--- src/rtl/host_serial_port_pkg.sv ---
`timescale 1ns/1ps
package host_serial_port_pkg;
    typedef enum logic [1:0] {
        SLOT_IDLE = 2'd0,
        SLOT_DATA = 2'd1,
        SLOT_CTRL = 2'd2
    } slot_e;
endpackage

--- src/rtl/hsp_timer.sv ---
`timescale 1ns/1ps
module hsp_timer
    import host_serial_port_pkg::*;
#(
    parameter int PERIOD = 128,
    parameter int WORD   = 16,
    parameter int RUN    = 32
) (
    input  logic                     clk,
    input  logic                     rst_n,
    input  logic                     fs_early_i,
    input  logic                     ctrl_pos_i,
    input  logic                     sclk_stop_i,
    output logic                     sclk_o,
    output logic                     fs_o,
    output logic                     rise_o,
    output logic                     fall_o,
    output slot_e                    slot_o,
    output logic [$clog2(WORD)-1:0]  bit_idx_o
);
    localparam int CW = $clog2(PERIOD);
    localparam int IW = $clog2(WORD);
    localparam logic [CW-1:0] RUN_C  = CW'(RUN);
    localparam logic [CW-1:0] WORD_C = CW'(WORD);

    typedef struct packed {
        logic          ph;
        logic [CW-1:0] cnt;
        logic          sclk;
        logic          fs;
    } tmr_t;

    tmr_t q, d;
    logic [CW-1:0] ctrl_start, data_fs_at, ctrl_fs_at;
    logic [CW-1:0] data_off, ctrl_off, data_win, ctrl_win;
    logic          in_window;

    always_comb begin
        ctrl_start = ctrl_pos_i ? CW'(PERIOD / 4) : CW'(PERIOD / 2);
        data_fs_at = fs_early_i ? CW'(PERIOD - 1) : '0;
        ctrl_fs_at = ctrl_start - CW'(fs_early_i);
        data_off   = q.cnt;
        ctrl_off   = q.cnt - ctrl_start;
        data_win   = q.cnt - data_fs_at;
        ctrl_win   = q.cnt - ctrl_fs_at;
        in_window  = (data_win < RUN_C) || (ctrl_win < RUN_C);

        slot_o    = SLOT_IDLE;
        bit_idx_o = '0;
        if (data_off < WORD_C) begin
            slot_o    = SLOT_DATA;
            bit_idx_o = data_off[IW-1:0];
        end else if (ctrl_off < WORD_C) begin
            slot_o    = SLOT_CTRL;
            bit_idx_o = ctrl_off[IW-1:0];
        end

        d    = q;
        d.ph = ~q.ph;
        if (!q.ph) begin
            d.sclk = in_window | ~sclk_stop_i;
            d.fs   = (q.cnt == data_fs_at) || (q.cnt == ctrl_fs_at);
        end else begin
            d.sclk = 1'b0;
            d.cnt  = q.cnt + 1'b1;
        end
    end

    always_ff @(posedge clk) begin
        if (!rst_n) begin
            q <= '0;
        end else begin
            q <= d;
        end
    end

    assign rise_o = ~q.ph;
    assign fall_o = q.ph;
    assign sclk_o = q.sclk;
    assign fs_o   = q.fs;
endmodule

--- src/rtl/hsp_regs.sv ---
`timescale 1ns/1ps
module hsp_regs #(
    parameter int          NREGS = 8,
    parameter int          AW    = 7,
    parameter int          DW    = 8,
    parameter logic [7:0]  RST0  = 8'h08
) (
    input  logic          clk,
    input  logic          rst_n,
    input  logic          we_i,
    input  logic [AW-1:0] waddr_i,
    input  logic [DW-1:0] wdata_i,
    input  logic [AW-1:0] raddr_i,
    output logic [DW-1:0] rdata_o,
    output logic          fe_en_o
);
    typedef logic [NREGS-1:0][DW-1:0] file_t;

    file_t q, d;

    always_comb begin
        d       = q;
        rdata_o = '0;
        for (int i = 0; i < NREGS; i++) begin
            if (we_i && (waddr_i == AW'(i))) begin
                d[i] = wdata_i;
            end
            if (raddr_i == AW'(i)) begin
                rdata_o = q[i];
            end
        end
    end

    always_ff @(posedge clk) begin
        if (!rst_n) begin
            q    <= '0;
            q[0] <= DW'(RST0);
        end else begin
            q <= d;
        end
    end

    assign fe_en_o = q[0][DW-1];
endmodule

--- src/rtl/host_serial_port.sv ---
`timescale 1ns/1ps
module host_serial_port
    import host_serial_port_pkg::*;
#(
    parameter int PERIOD = 128,
    parameter int NREGS  = 8
) (
    input  logic        clk,
    input  logic        rst_n,
    input  logic        fs_early_i,
    input  logic        ctrl_pos_i,
    input  logic        sclk_stop_i,
    input  logic        sdin_i,
    input  logic [15:0] rx_sample_i,
    output logic        sclk_o,
    output logic        fs_o,
    output logic        sdout_o,
    output logic [15:0] tx_sample_o,
    output logic        tx_valid_o,
    output logic        fe_en_o
);
    localparam int WORD = 16;
    localparam int IW   = $clog2(WORD);
    localparam int AW   = 7;
    localparam int DW   = 8;
    localparam int SHW  = WORD - 1;
    localparam logic [IW-1:0] LAST   = IW'(WORD - 1);
    localparam logic [IW-1:0] ADDR_E = IW'(AW);

    typedef struct packed {
        logic            sdout;
        logic [WORD-1:0] sreg;
        logic [SHW-1:0]  shin;
        logic            rw;
        logic [AW-1:0]   addr;
        logic [WORD-1:0] tx_word;
        logic            tx_valid;
    } port_t;

    port_t q, d;

    logic          rise, fall;
    slot_e         slot;
    logic [IW-1:0] idx;
    logic          we;
    logic [DW-1:0] wdata, rdata;

    hsp_timer #(.PERIOD(PERIOD), .WORD(WORD), .RUN(2 * WORD)) u_timer (
        .clk         (clk),
        .rst_n       (rst_n),
        .fs_early_i  (fs_early_i),
        .ctrl_pos_i  (ctrl_pos_i),
        .sclk_stop_i (sclk_stop_i),
        .sclk_o      (sclk_o),
        .fs_o        (fs_o),
        .rise_o      (rise),
        .fall_o      (fall),
        .slot_o      (slot),
        .bit_idx_o   (idx)
    );

    hsp_regs #(.NREGS(NREGS), .AW(AW), .DW(DW), .RST0(8'h08)) u_regs (
        .clk     (clk),
        .rst_n   (rst_n),
        .we_i    (we),
        .waddr_i (q.addr),
        .wdata_i (wdata),
        .raddr_i (q.addr),
        .rdata_o (rdata),
        .fe_en_o (fe_en_o)
    );

    always_comb begin
        d          = q;
        d.tx_valid = 1'b0;
        we         = 1'b0;
        wdata      = {q.shin[DW-2:0], sdin_i};
        if (rise) begin
            d.sdout = 1'b0;
            case (slot)
                SLOT_DATA: begin
                    if (idx == '0) begin
                        d.sreg  = rx_sample_i;
                        d.sdout = rx_sample_i[WORD-1];
                    end else begin
                        d.sdout = q.sreg[~idx];
                    end
                end
                SLOT_CTRL: begin
                    if (idx[IW-1]) begin
                        d.sdout = rdata[~idx[IW-2:0]];
                    end
                end
                default: d.sdout = 1'b0;
            endcase
        end else if (fall && (slot != SLOT_IDLE)) begin
            d.shin = {q.shin[SHW-2:0], sdin_i};
            if (slot == SLOT_DATA && idx == LAST) begin
                d.tx_word  = {q.shin, sdin_i};
                d.tx_valid = 1'b1;
            end
            if (slot == SLOT_CTRL && idx == ADDR_E) begin
                d.rw   = q.shin[AW-1];
                d.addr = {q.shin[AW-2:0], sdin_i};
            end
            if (slot == SLOT_CTRL && idx == LAST && !q.rw) begin
                we = 1'b1;
            end
        end
    end

    always_ff @(posedge clk) begin
        if (!rst_n) begin
            q <= '0;
        end else begin
            q <= d;
        end
    end

    assign sdout_o     = q.sdout;
    assign tx_sample_o = q.tx_word;
    assign tx_valid_o  = q.tx_valid;
endmodule

--- config.mk ---
export PLATFORM = sky130hd
export DESIGN_NAME = host_serial_port
export DESIGN_NICKNAME = d
export VERILOG_FILES = /design/src/rtl/host_serial_port_pkg.sv /design/src/rtl/hsp_timer.sv /design/src/rtl/hsp_regs.sv /design/src/rtl/host_serial_port.sv
export SDC_FILE = /design/constraint.sdc
export NUM_CORES = 1
export LEC_CHECK = 0
export ABC_AREA = 1
export ABC_CLOCK_PERIOD_IN_PS = 2300
export BUFFER_PORTS_ARGS = -buffer_cell sky130_fd_sc_hd__buf_2
export CAP_MARGIN = 30
export CORE_MARGIN = 5
export CORE_UTILIZATION = 46
export CTS_CLUSTER_SIZE = 25
export DETAILED_ROUTE_END_ITERATION = 12
export HOLD_SLACK_MARGIN = 0.03
export PLACE_DENSITY = 0.69
export SLEW_MARGIN = 20
export SYNTH_ARGS = -nofsm -noshare
export SYNTH_HDL_FRONTEND = slang
export SYNTH_SLANG_ARGS = --single-unit
--- constraint.sdc ---
create_clock -name clk -period 2.3 [get_ports clk]
set_input_delay 0.46 -clock clk [delete_from_list [all_inputs] [get_ports clk]]
set_output_delay 0.46 -clock clk [all_outputs]
set_load 0.01 [all_outputs]
Word level (Yosys, flattened, before mapping)
Cells that the tools add are included.
{"block": "word_totals", "reg_bits": 131, "wordCells": 99, "output_inout_bits": 21, "in_bits": 22}
{"block": "classes", "reduce_logical": 25, "n_bitwise": 6, "mux": 25, "eq_ne": 13, "add_sub_neg": 5, "order_cmp": 6}
{"op": "8-bit 2-to-1 mux", "n": 8}
{"op": "7-bit by 3-bit equality test with 1-bit output (second input constant)", "n": 4}
{"op": "7-bit subtractor", "n": 3}
{"op": "7-bit by 2-bit equality test with 1-bit output (second input constant)", "n": 2}
{"op": "7-bit equality test", "n": 2}
{"op": "7-bit by 5-bit < comparator with 1-bit output (second input constant)", "n": 2}
{"op": "7-bit by 6-bit < comparator with 1-bit output (second input constant)", "n": 2}
{"op": "7-bit 2-to-1 mux", "n": 2}
{"op": "1-bit logical AND", "n": 13}
{"op": "3-bit AND reduction", "n": 4}
{"op": "1-bit 2-to-1 mux", "n": 8}
{"op": "4-bit 2-to-1 mux", "n": 2}
{"op": "7-bit by 1-bit adder with 7-bit output (second input constant)", "n": 1}
{"op": "7-bit by 1-bit equality test with 1-bit output (second input constant)", "n": 1}
{"op": "7-bit zero test", "n": 1}
{"op": "7-bit by 1-bit subtractor with 7-bit output", "n": 1}
{"op": "4-bit by 5-bit < comparator with 1-bit output (second input constant)", "n": 1}
{"op": "1-bit binary-select mux with 4-bit select", "n": 1}
{"op": "4-bit by 3-bit equality test with 1-bit output (second input constant)", "n": 1}
{"op": "4-bit equality test (second input constant)", "n": 1}
{"op": "4-bit zero test", "n": 1}
{"op": "3-bit by 4-bit < comparator with 1-bit output (second input constant)", "n": 1}
{"op": "2-bit 2-to-1 mux", "n": 2}
{"op": "4-bit inverter", "n": 1}
{"op": "12 further kinds", "n": 15}

Depth between registers and ports, before layout
Gate-level depths: netlist of the first run.
{"block": "logic_depth", "word_depth": 13, "depth_mapped": 17, "ltp_nobuf": 17}

Cells and area by module
From an unflattened synthesis of the first run, not the netlist that was laid out.
{"block": "unflattened", "hier_cells": 891, "area_unflattened_um2": 6184.7}
{"module": "hsp_regs", "cells_per_inst": 419, "area_per_inst_um2": 2864.0, "seq_area_each_um2": 1281.2, "n_inst": 1}
{"module": "host_serial_port", "cells_per_inst": 333, "area_per_inst_um2": 2484.9, "seq_area_each_um2": 1121.1, "n_inst": 1}
{"module": "hsp_timer", "cells_per_inst": 139, "area_per_inst_um2": 835.8, "seq_area_each_um2": 200.2, "n_inst": 1}

Worst setup path before layout of the first run
Ideal clock, no wire load.
{"block": "synth_path", "kind": "reg2reg", "from": "reg u_timer.q, in the netlist u_timer.data_off[5]", "to": "reg u_regs.q[45] (netlist name)", "stages_incl_launch_ff": 16, "arrival_time_ns": 2.067, "period_less_slack_ns": 2.137, "required_ns": 2.230, "path_buffers": 1, "setup_time_ns": 0.070, "setup_slack_ns": 0.163, "cell_sequence": "dfxtp_1 > inv_1 > ha_1 > inv_1 > nor2_1 > nand3_2 > nand2_2 > nand2_4 > nor2_2 > nand2_2 > nor3_4 > inv_4 > nor2_4 > buf_4 > o21ai_0 > a21oi_1"}
{"block": "synth_via", "elab_chain_cells": 11, "elab_cells_between_ends": 17, "cone_classes": "add/sub (1); order compare (2); eq/ne (2); mux (7); reduce/logical (5)"}
{"item": "start, declared", "line": "hsp_timer.sv:33", "text": "tmr_t q, d;"}
{"item": "start signal, assigned", "line": "hsp_timer.sv:71", "text": "q <= '0;"}
{"item": "start signal, assigned", "line": "hsp_timer.sv:73", "text": "q <= d;"}
{"item": "7-bit subtractor", "line": "hsp_timer.sv:43", "text": "ctrl_off = q.cnt - ctrl_start;"}
{"item": "7-bit by 5-bit < comparator with 1-bit output", "line": "hsp_timer.sv:53", "text": "end else if (ctrl_off < WORD_C) begin"}
{"item": "4-bit 2-to-1 mux or 2-bit 2-to-1 mux (tied branches)", "line": "hsp_timer.sv:53"}
{"item": "4-bit 2-to-1 mux or 2-bit 2-to-1 mux (tied branches)", "line": "hsp_timer.sv:50", "text": "if (data_off < WORD_C) begin"}
{"item": "4-bit equality test or 2-bit equality test (tied branches)", "line": "host_serial_port.sv:106", "text": "if (slot == SLOT_CTRL && idx == LAST && !q.rw) begin"}
{"item": "1-bit logical AND (2 in series)", "line": "host_serial_port.sv:106"}
{"item": "1-bit 2-to-1 mux", "line": "host_serial_port.sv:106"}
{"item": "1-bit 2-to-1 mux *", "line": "host_serial_port.sv:96", "text": "end else if (fall && (slot != SLOT_IDLE)) begin"}
{"item": "1-bit 2-to-1 mux *", "line": "host_serial_port.sv:78", "text": "if (rise) begin"}
{"item": "1-bit logical AND *", "line": "hsp_regs.sv:25", "text": "if (we_i && (waddr_i == AW'(i))) begin"}
{"item": "end, declared", "line": "hsp_regs.sv:19", "text": "file_t q, d;"}
Every way passes the cells marked *; elsewhere a longest branch is shown, timed or not.
A chain may end at the register's enable or synchronous reset.

Final worst setup path of the first run
{"block": "layout_path", "from": "reg u_timer.q, in the netlist u_timer.data_off[5]", "to": "reg u_regs.q[48] (netlist name)"}
Same word-level chain as after synthesis.

==> results of run 1 <==
[power breakdown]
| group | switching [uW] | internal, uW | total (uW) |
|---|---|---|---|
| logic | 233 | 133 | 366 |
| clock network | 1010 | 2060 | 3070 |
| registers | 42.1 | 2310 | 2360 |
[final timing paths]
path,from,to
min,rx_sample_i[4],q[44]
min reg2reg,q[39],q[39]
max reg2reg,u_timer.data_off[5],u_regs.q[48]
max,u_timer.data_off[5],u_regs.q[48]
[layer usage]
layer | wire length (um) | share of wire, % | up-vias
li1 | - | - | 2723
met1 | 6960 | 48 | 2437
met2 | 6550 | 45 | 132
met3 | 648 | 4.5 | 22
met4 | 238 | 1.7 | 0
met5 | 0 | 0 | -
[stage by stage]
step / worst slack (ns) / util, %
6_report: -0.0230 / 58.3
4_1_cts: 0.0141 / 55.1
2_1_floorplan: 0.163 / -
3_5_place_dp: -0.211 / 49.6
3_3_place_gp: -0.124 / 49.6
5_1_grt: -0.230 / 58.3
[flip-flops by register name, summed over array words and instances, names as in the netlist]
name,cells
u_regs.q,63
q,38
tx_sample_o,16
u_timer.data_off,7
sdout_o,1
tx_valid_o,1
u_regs.fe_en_o,1
u_timer.fall_o,1
u_timer.fs_o,1
u_timer.sclk_o,1
[cell families after synthesis]
| kind of cell | synth area share [%] |
|---|---|
| and+or+nand+nor | 21.2 |
| adders and majority gates | 2.17 |
| xor gates and xnor gates | 0.455 |
| DFF | 45.1 |
| buffers and inverters | 10.1 |
| AOI/OAI and AO/OA | 21.0 |
[area by class of cell]
cell class,count,share of cell area (%)
clock inverter,14,3.22
clock buffer,18,6.04
timing repair inverter,2,0.155
multi-input combinational,529,37.5
timing repair buffer,99,10.3
inverter,74,3.94
tap,172,2.96
sequential,130,35.8
[synth_stat cells (all sizes together) (8+ instances only)]
master and instances:
a21oi 105, buf 30, clkbuf 19, clkinv 8, dfxtp 130, ha 10
inv 66, nand2 93, nand3 41, nand4 10, nor2 118, nor3 9
o21ai 121
[worst max-delay path, cell delays in order (launching register included)]
cell      delay (ns)
dfxtp_2         0.33
inv_2           0.05
ha_4            0.25
inv_2           0.03
nor2_2          0.10
nand3_2         0.10
nand2_4         0.09
nand2_4         0.06
nor2_4          0.12
nand2_2         0.07
nor3_4          0.28
clkinv_4        0.18
nor2_4          0.22
buf_6           0.15
buf_4           0.10
a21oi_1         0.05
[placed cells by master, fill, tap and decap left out, types with 3 or more instances in the layout]
master      synthesis  layout
buf_2               3      42
xor2_1              3       3
a21oi_1           105      99
dfxtp_1           130     129
nand2_1            89      89
nor2_2              2       4
nor3_1              7       6
or2_2               4       4
bufinv_16           0       6
o21ai_0           121     100
ha_1               10       9
o21ai_2             0      13
nand3_1            40      39
nor2_1            110     108
clkbuf_16           0      19
clkinv_1            8       7
buf_4              21      41
inv_2               1       3
nor2_4              6       9
buf_12              0       3
buf_6               5      11
o22ai_1             3       3
clkinv_2            0       3
o211ai_1            3       3
inv_1              64      62
nand4_1            10      10
o21ai_1             0       8
a21oi_2             0       6
clkinvlp_4          0       5
[timing repair]
| action | CTS | global route |
|---|---|---|
| pin swaps | 0 | 17 |
| gates resized for setup | 0 | 68 |
| setup endpoints to repair | 2 | 82 |
| hold buffers | 0 | 0 |
| gates cloned | 0 | 7 |
| setup buffers | 1 | 20 |
==> impl_metrics.json, run 1 <==
{
  "hold_viol_final": 0,
  "numCtsBuffers": 17,
  "nFillCells": 1125,
  "wl_per_cell_um": 13.9,
  "ys_seq_elements": 130,
  "status": "finished with violations",
  "finalSetupViolCount": 4,
  "first_global_vias": 4464,
  "dp_hpwl_um": 8870,
  "yosysTopAreaCellShare_pct": 45.1,
  "synthArstFlopShare_pct": 0,
  "synth_area_mm2": 0.00577,
  "rsz0062_at_grt": "yes",
  "p_leak_uw": 0.00313,
  "rows": 41,
  "reg2reg_setup_slack_ns": -0.02,
  "worst_ep_arrival_time_ns": 2.62,
  "place_congestion": 0.845,
  "placedCellCount": 978,
  "grtUsageMet3_pct": 4.60,
  "post_dp_cell_area_mm2": 0.00619,
  "violations": "negative setup slack",
  "clock_skew_ns": 0.00684,
  "drc_errors": 0,
  "synth_area_leader_cell": "dfxtp_1",
  "cts_tree": "yes",
  "drtAntennaViolNets": 0,
  "hold_class": "input pin to flip-flop",
  "timing_worst_setup_path_type": "flip-flop to flip-flop",
  "htree_levels": 4,
  "diodes": 0,
  "finalCriticalPeriod_ns": 2.32,
  "syn_inst": 779,
  "num_io_pins": 43,
  "yosysWarnings": 0,
  "regArea_mm2": 0.00260,
  "path_max_fanout": 6,
  "cts_root_buf": "clkbuf_16",
  "die_w_um": 122,
  "r2r_cells": 15,
  "final_max_slew_viol_count": 0,
  "synth.distinct_cells": 35,
  "die_area_mm2": 0.0149,
  "overflow": 0,
  "finalSetupTns_ns": -0.0542,
  "fin_hold_ws_ns": 0.285,
  "antenna_found_initial": 0,
  "worst_pin_slew_ns": 0.594,
  "first_pass_iters": 5,
  "synth_top_flop_cell": "dfxtp_1",
  "vias_per_cell": 5.12,
  "vdd_drop_max_mv": 0.502,
  "netlist_top_cells_area": "dfxtp_1, o21ai_0, a21oi_1",
  "port_buffers": 42,
  "endpoint_kind": "flip-flop",
  "numClockSinks": 130,
  "use_met2_pct": 28.0,
  "ys_seq_area_share_pct": 45.1,
  "grt_pass1_wl_um": 21900,
  "coreArea_mm2": 0.0125,
  "path_clk_slew_ns": 0.06,
  "final-instance-count-excl-fill": 1038,
  "die_y_um": 122,
  "synth_edf_count": 0,
  "finalPower_uw": 5790,
  "area_delta_synth_final_pct": 25.9,
  "vias": 5314,
  "whs_path_depth": 3,
  "routed_wl_um": 14400,
  "multi_input_area_mm2": 0.00273,
  "maxSlewHeadroom_pct": 60.4,
  "syn-num-nets": 811,
  "clock_latency_ns": 0.42,
  "setup_slack_ns": -0.0230,
  "fmax_ghz": 0.430,
  "busiest_layer": "met2",
  "grt_start_max_net_pins": 67,
  "worst-endpoint-required_ns": 2.59,
  "startpoint_type": "flip-flop",
  "grt_use_total_pct": 18.7,
  "grt_util_met1_pct": 25.5,
  "drive_gt1_share_pct": 21.4,
  "initial_utilization_pct": 46.3,
  "drtIter0Drc": 435,
  "final_area_mm2": 0.00727,
  "fin_nets": 885,
  "cts_max_path_buffers": 2,
  "period_share_pct": 101,
  "cap_violations": 0,
  "power_density_mw_per_mm2": 797,
  "avgSynthCellArea_um2": 7.41
}
Power figures use the tool's default switching activity.
==> run 2: changes to the inputs <==
==> constraint.sdc (replaced) <==
create_clock -name clk -period 2.3 [get_ports clk]
set_input_delay 0.345 -clock clk [delete_from_list [all_inputs] [get_ports clk]]
set_output_delay 0.345 -clock clk [all_outputs]
set_load 0.01 [all_outputs]
==> impl_metrics.json, run 2 (synthesis results as in run 1) <==
{
  "overflow": 0,
  "rows": 41,
  "htree_levels": 4,
  "largest_reg_flops": 63,
  "hold_buffers": 0,
  "vias_per_cell": 5.12,
  "p_leak_uw": 0.00313,
  "maxSlewHeadroom_pct": 56.6,
  "period_share_pct": 104,
  "die_w_um": 122,
  "place_congestion": 0.827,
  "regArea_mm2": 0.00260,
  "endpoint_kind": "flip-flop",
  "fin_hold_ws_ns": 0.164,
  "timing.rr.end": "u_regs.q[32]",
  "violations": "negative setup slack",
  "timing_worst_setup_path_type": "flip-flop to flip-flop",
  "worst_ep_arrival_time_ns": 2.76,
  "coreArea_mm2": 0.0125,
  "final_cell_mix": "dfxtp_1, nor2_1, a21oi_1, nand2_1, o21ai_0",
  "worst_pin_slew_ns": 0.652,
  "numCtsBuffers": 17,
  "fin_nets": 878,
  "cts_root_buf": "clkbuf_16",
  "antenna_found_initial": 0,
  "use_met2_pct": 28.5,
  "min_from": "rx_sample_i[8]",
  "finalCriticalPeriod_ns": 2.40,
  "power_density_mw_per_mm2": 753,
  "final_max_slew_viol_count": 0,
  "place_ws_ns": -0.0690,
  "drc_errors": 0,
  "fmax_ghz": 0.416,
  "finalSetupViolCount": 36,
  "vdd_drop_max_mv": 0.430,
  "dp_hpwl_um": 8820,
  "reg2reg_setup_slack_ns": -0.10,
  "r2r-start": "u_timer.data_off[5]",
  "grt_use_total_pct": 19.0,
  "die_area_mm2": 0.0149,
  "worst-endpoint-required_ns": 2.65,
  "hold_class": "input pin to flip-flop",
  "first_global_vias": 4512,
  "r2r_cells": 15,
  "drtIter0Drc": 437,
  "path_clk_slew_ns": 0.06,
  "num_io_pins": 43,
  "grt_start_max_net_pins": 67,
  "hold_viol_final": 0,
  "hold_end": "q[48]",
  "final_common_cell": "dfxtp_1",
  "area_delta_synth_final_pct": 27.1,
  "die_y_um": 122,
  "grtUsageMet3_pct": 4.50,
  "busiest_layer": "met2",
  "routed_wl_um": 14300,
  "clock_latency_ns": 0.43,
  "grt_pass1_wl_um": 22200,
  "grt_util_met1_pct": 26.3,
  "drive_gt1_share_pct": 22.0,
  "cap_violations": 0,
  "vias": 5278,
  "startpoint_type": "flip-flop",
  "rsz0062_at_grt": "yes",
  "path_max_fanout": 6,
  "clock_skew_ns": 0.00959,
  "initial_utilization_pct": 46.3,
  "numClockSinks": 130,
  "whs_path_depth": 3,
  "status": "finished with violations",
  "diodes": 0,
  "multi_input_area_mm2": 0.00277,
  "drtAntennaViolNets": 0,
  "setup_slack_ns": -0.103,
  "port_buffers": 42,
  "cts_tree": "yes",
  "cts_max_path_buffers": 2,
  "wl_per_cell_um": 13.9,
  "first_pass_iters": 5,
  "nFillCells": 1113,
  "regMostFlops": "u_regs.q"
}
==> run 2: cell count changes in the layout (fill, tap and decap cells not counted), moves of 7 or more <==
cell / delta
o21ai_1: +28
buf_4: -10
a21oi_2: +7
o21ai_0: -29
a21oi_1: -8
==> run 2: what timing repair did <==
item / 4_1_cts / 5_1_grt
setup buffers: 5 / 18
cloned: 0 / 6
setup endpoints to repair: 9 / 80
resized for setup: 0 / 113
pin swaps: 4 / 23
==> run 2: worst max path at each step <==
stage,from,end,slack (ns),depth (start not counted)
after floorplan,u_timer.data_off[5],u_regs.q[45],0.16,15
after global routing,u_timer.data_off[5],u_regs.q[43],-0.23,15
after detailed placement,ctrl_pos_i,u_regs.q[50],-0.07,14
after CTS,u_timer.data_off[5],u_regs.q[60],0.004,15
final,u_timer.data_off[5],u_regs.q[32],-0.10,15
after global placement,ctrl_pos_i,u_regs.q[61],0.003,14
==> run 2: critical path: stages (launching register included) <==
cell      delay, ns
dfxtp_2        0.35
inv_4          0.04
ha_4           0.25
inv_2          0.03
nor2_2         0.09
nand3_2        0.10
nand2_4        0.10
nand2_4        0.06
nor2_4         0.12
nand2_2        0.08
nor3_4         0.29
clkinv_4       0.20
nor2_4         0.23
buf_4          0.14
o21ai_0        0.07
a21oi_1        0.16
==> run 2: through the flow <==
stage	setup TNS (ns)	total power (uW)	util (%)	instance area, um2	cells
floorplan	0	2630	-	5770	779
global placement	0	2750	49.2	6140	971
detailed placement	-1.59	2750	49.2	6140	971
CTS	0	5540	54.8	6830	1008
global route	-8.78	5700	58.9	7340	1031
finish	-1.42	5520	58.9	7340	1031
==> run 2: per-layer routing <==
metal / share of wire [%] / vias up
li1: - / 2715
met1: 47 / 2404
met2: 45 / 136
met3: 6.5 / 23
met4: 1.9 / 0
met5: 0 / -
==> run 2: area by class of cell <==
cell class	instances	share of cell area [%]
clock buffer	18	5.98
multi-input combinational	526	37.7
tap	172	2.93
sequential	130	35.5
clock inverter	14	2.45
timing repair buffer	97	11.5
inverter	74	3.94
==> run 2: where the power goes <==
part	internal, uW	total [uW]	switching [uW]
clock	1740	2790	1040
combinational	140	383	244
sequential	2310	2350	40.2
==> run 3: changes to the inputs <==
==> constraint.sdc (replaced) <==
create_clock -name clk -period 2.3 [get_ports clk]
set_input_delay 0.115 -clock clk [delete_from_list [all_inputs] [get_ports clk]]
set_output_delay 0.115 -clock clk [all_outputs]
set_load 0.01 [all_outputs]
==> impl_metrics.json, run 3 (synthesis results as in run 1) <==
{
  "status": "complete, no violations",
  "drc_errors": 0,
  "pwr-share-seq_pct": 40.9,
  "place_ws_ns": -0.0516,
  "slowest_stage": "dfxtp_2",
  "num_io_pins": 43,
  "setup_slack_ns": 0.0719,
  "final_max_slew_viol_count": 0,
  "power_density_mw_per_mm2": 782,
  "final_cell_mix": "dfxtp_1, o21ai_0, nor2_1, a21oi_1, nand2_1",
  "drtAntennaViolNets": 0,
  "numClockSinks": 130,
  "clock_skew_ns": 0.00812,
  "critical-path-max-stage-delay_ns": 0.33,
  "path_max_fanout": 8,
  "coreArea_mm2": 0.0125,
  "path_clk_slew_ns": 0.06,
  "routed_wl_um": 15100,
  "initial_utilization_pct": 46.3,
  "first_pass_iters": 5,
  "worst-endpoint-required_ns": 2.65,
  "drtIter0Drc": 538,
  "final_util_pct": 59.1,
  "worst_pin_slew_ns": 0.714,
  "finalSetupViolCount": 0,
  "largest_reg_flops": 63,
  "switching_share_pct": 22.9,
  "wl_per_cell_um": 14.5,
  "period_share_pct": 96.9,
  "dp_hpwl_um": 8860,
  "overflow": 0,
  "p_clk_share_pct": 52.4,
  "maxSlewHeadroom_pct": 52.4,
  "grt_pass1_wl_um": 23400,
  "rows": 41,
  "vdd_drop_max_mv": 0.508,
  "area_delta_synth_final_pct": 27.5,
  "antenna_found_initial": 0,
  "final-instance-count-excl-fill": 1040,
  "clock_latency_ns": 0.43,
  "cp_top_family": "simple AND/OR/NAND/NOR gates",
  "timing_worst_setup_path_type": "flip-flop to flip-flop",
  "grt_start_max_net_pins": 82,
  "placedCellCount": 963,
  "cts_max_path_buffers": 2,
  "fin_hold_ws_ns": 0.207,
  "drive_gt1_share_pct": 19.0,
  "crit_chain": "inv_2 > ha_4 > inv_2 > nor2_4 > nand3_4 > nor2_4 > inv_2 > nor2_4 > inv_2 > nor3_4 > buf_6 > clkinv_8 > nor2_4 > buf_12 > o21ai_0 > a21oi_1",
  "rsz0062_at_grt": "yes",
  "hold_class": "input pin to flip-flop",
  "nFillCells": 1125,
  "port_buffers": 42,
  "pwr-share-comb_pct": 6.7,
  "htree_levels": 4,
  "vias_per_cell": 5.15,
  "die_area_mm2": 0.0149,
  "p_sw_uw": 1320,
  "die_w_um": 122,
  "diodes": 0,
  "worst-path-buf-inv": 7,
  "p_leak_uw": 0.00315,
  "startpoint_type": "flip-flop",
  "hold_viol_final": 0,
  "die_y_um": 122,
  "fmax_ghz": 0.449,
  "first_global_vias": 4716,
  "finalCriticalPeriod_ns": 2.23,
  "endpoint_kind": "flip-flop",
  "vias": 5351,
  "grt_use_total_pct": 19.9,
  "cts_root_buf": "clkbuf_16",
  "cap_violations": 0,
  "numCtsBuffers": 17,
  "p_int_uw": 4440,
  "final_common_cell": "dfxtp_1",
  "cts_tree": "yes",
  "worst_ep_arrival_time_ns": 2.58,
  "place_congestion": 0.831,
  "fin_nets": 887,
  "regMostFlops": "u_regs.q"
}
==> run 3: power by group through the flow <==
stage / sequential (uW) / combinational, uW / clock, uW
6_report: 2360 / 388 / 3010
5_1_grt: 2360 / 439 / 3150
4_1_cts: 2360 / 372 / 3030
3_5_place_dp: 2400 / 343 / 0
3_3_place_gp: 2400 / 340 / 0
2_1_floorplan: 2390 / 239 / 0
==> run 3: worst register-to-register path, stage by stage (launching register included) <==
cell,delay (ns)
dfxtp_2,0.33
inv_2,0.05
ha_4,0.25
inv_2,0.04
nor2_4,0.10
nand3_4,0.11
nor2_4,0.13
inv_2,0.05
nor2_4,0.11
inv_2,0.05
nor3_4,0.16
buf_6,0.18
clkinv_8,0.09
nor2_4,0.16
buf_12,0.14
o21ai_0,0.07
a21oi_1,0.16
==> run 3: what timing repair did <==
item / CTS / global route
hold buffers: 18 / 0
pin swaps: 6 / 13
setup buffers: 8 / 12
gates cloned: 1 / 6
endpoints found under the setup margin: 47 / 86
endpoints found under the hold margin: 25 / 0
resized for setup: 7 / 53
==> run 3: cell type report <==
cell class,instances,area [um2],area share (%)
inverters,74,303,4.11
well taps,172,215,2.92
repair inverters,1,6.26,0.0849
repair buffers,102,853,11.6
clock inverters,13,206,2.80
flip-flops and latches,130,2600,35.4
clock buffers,19,453,6.15
multi-input cells,529,2720,37.0
==> run 3: through the flow <==
step	TNS [ns]	total power, uW	instance area [um2]
final	0	5760	7360
after global placement	0	2740	6060
after CTS	0	5760	7050
after detailed placement	-0.503	2750	6060
after floorplan	0	2630	5770
after global routing	-1.43	5950	7360
==> run 3: final timing paths <==
kind                       start           end  slack, ns  depth (start not counted)
max reg2reg  u_timer.data_off[5]  u_regs.q[40]       0.07                         16
max          u_timer.data_off[5]  u_regs.q[40]       0.07                         16
min              rx_sample_i[15]       sdout_o       0.21                          7
min reg2reg                q[43]         q[43]       0.46                          2
==> run 3: metal layers <==
metal,wire length (um),vias up,global-route usage (%)
met3,706,18,5.34
met1,7140,2454,27.6
met4,236,0,6.16
li1,-,2750,-
met2,6970,129,30.4
met5,0,-,0
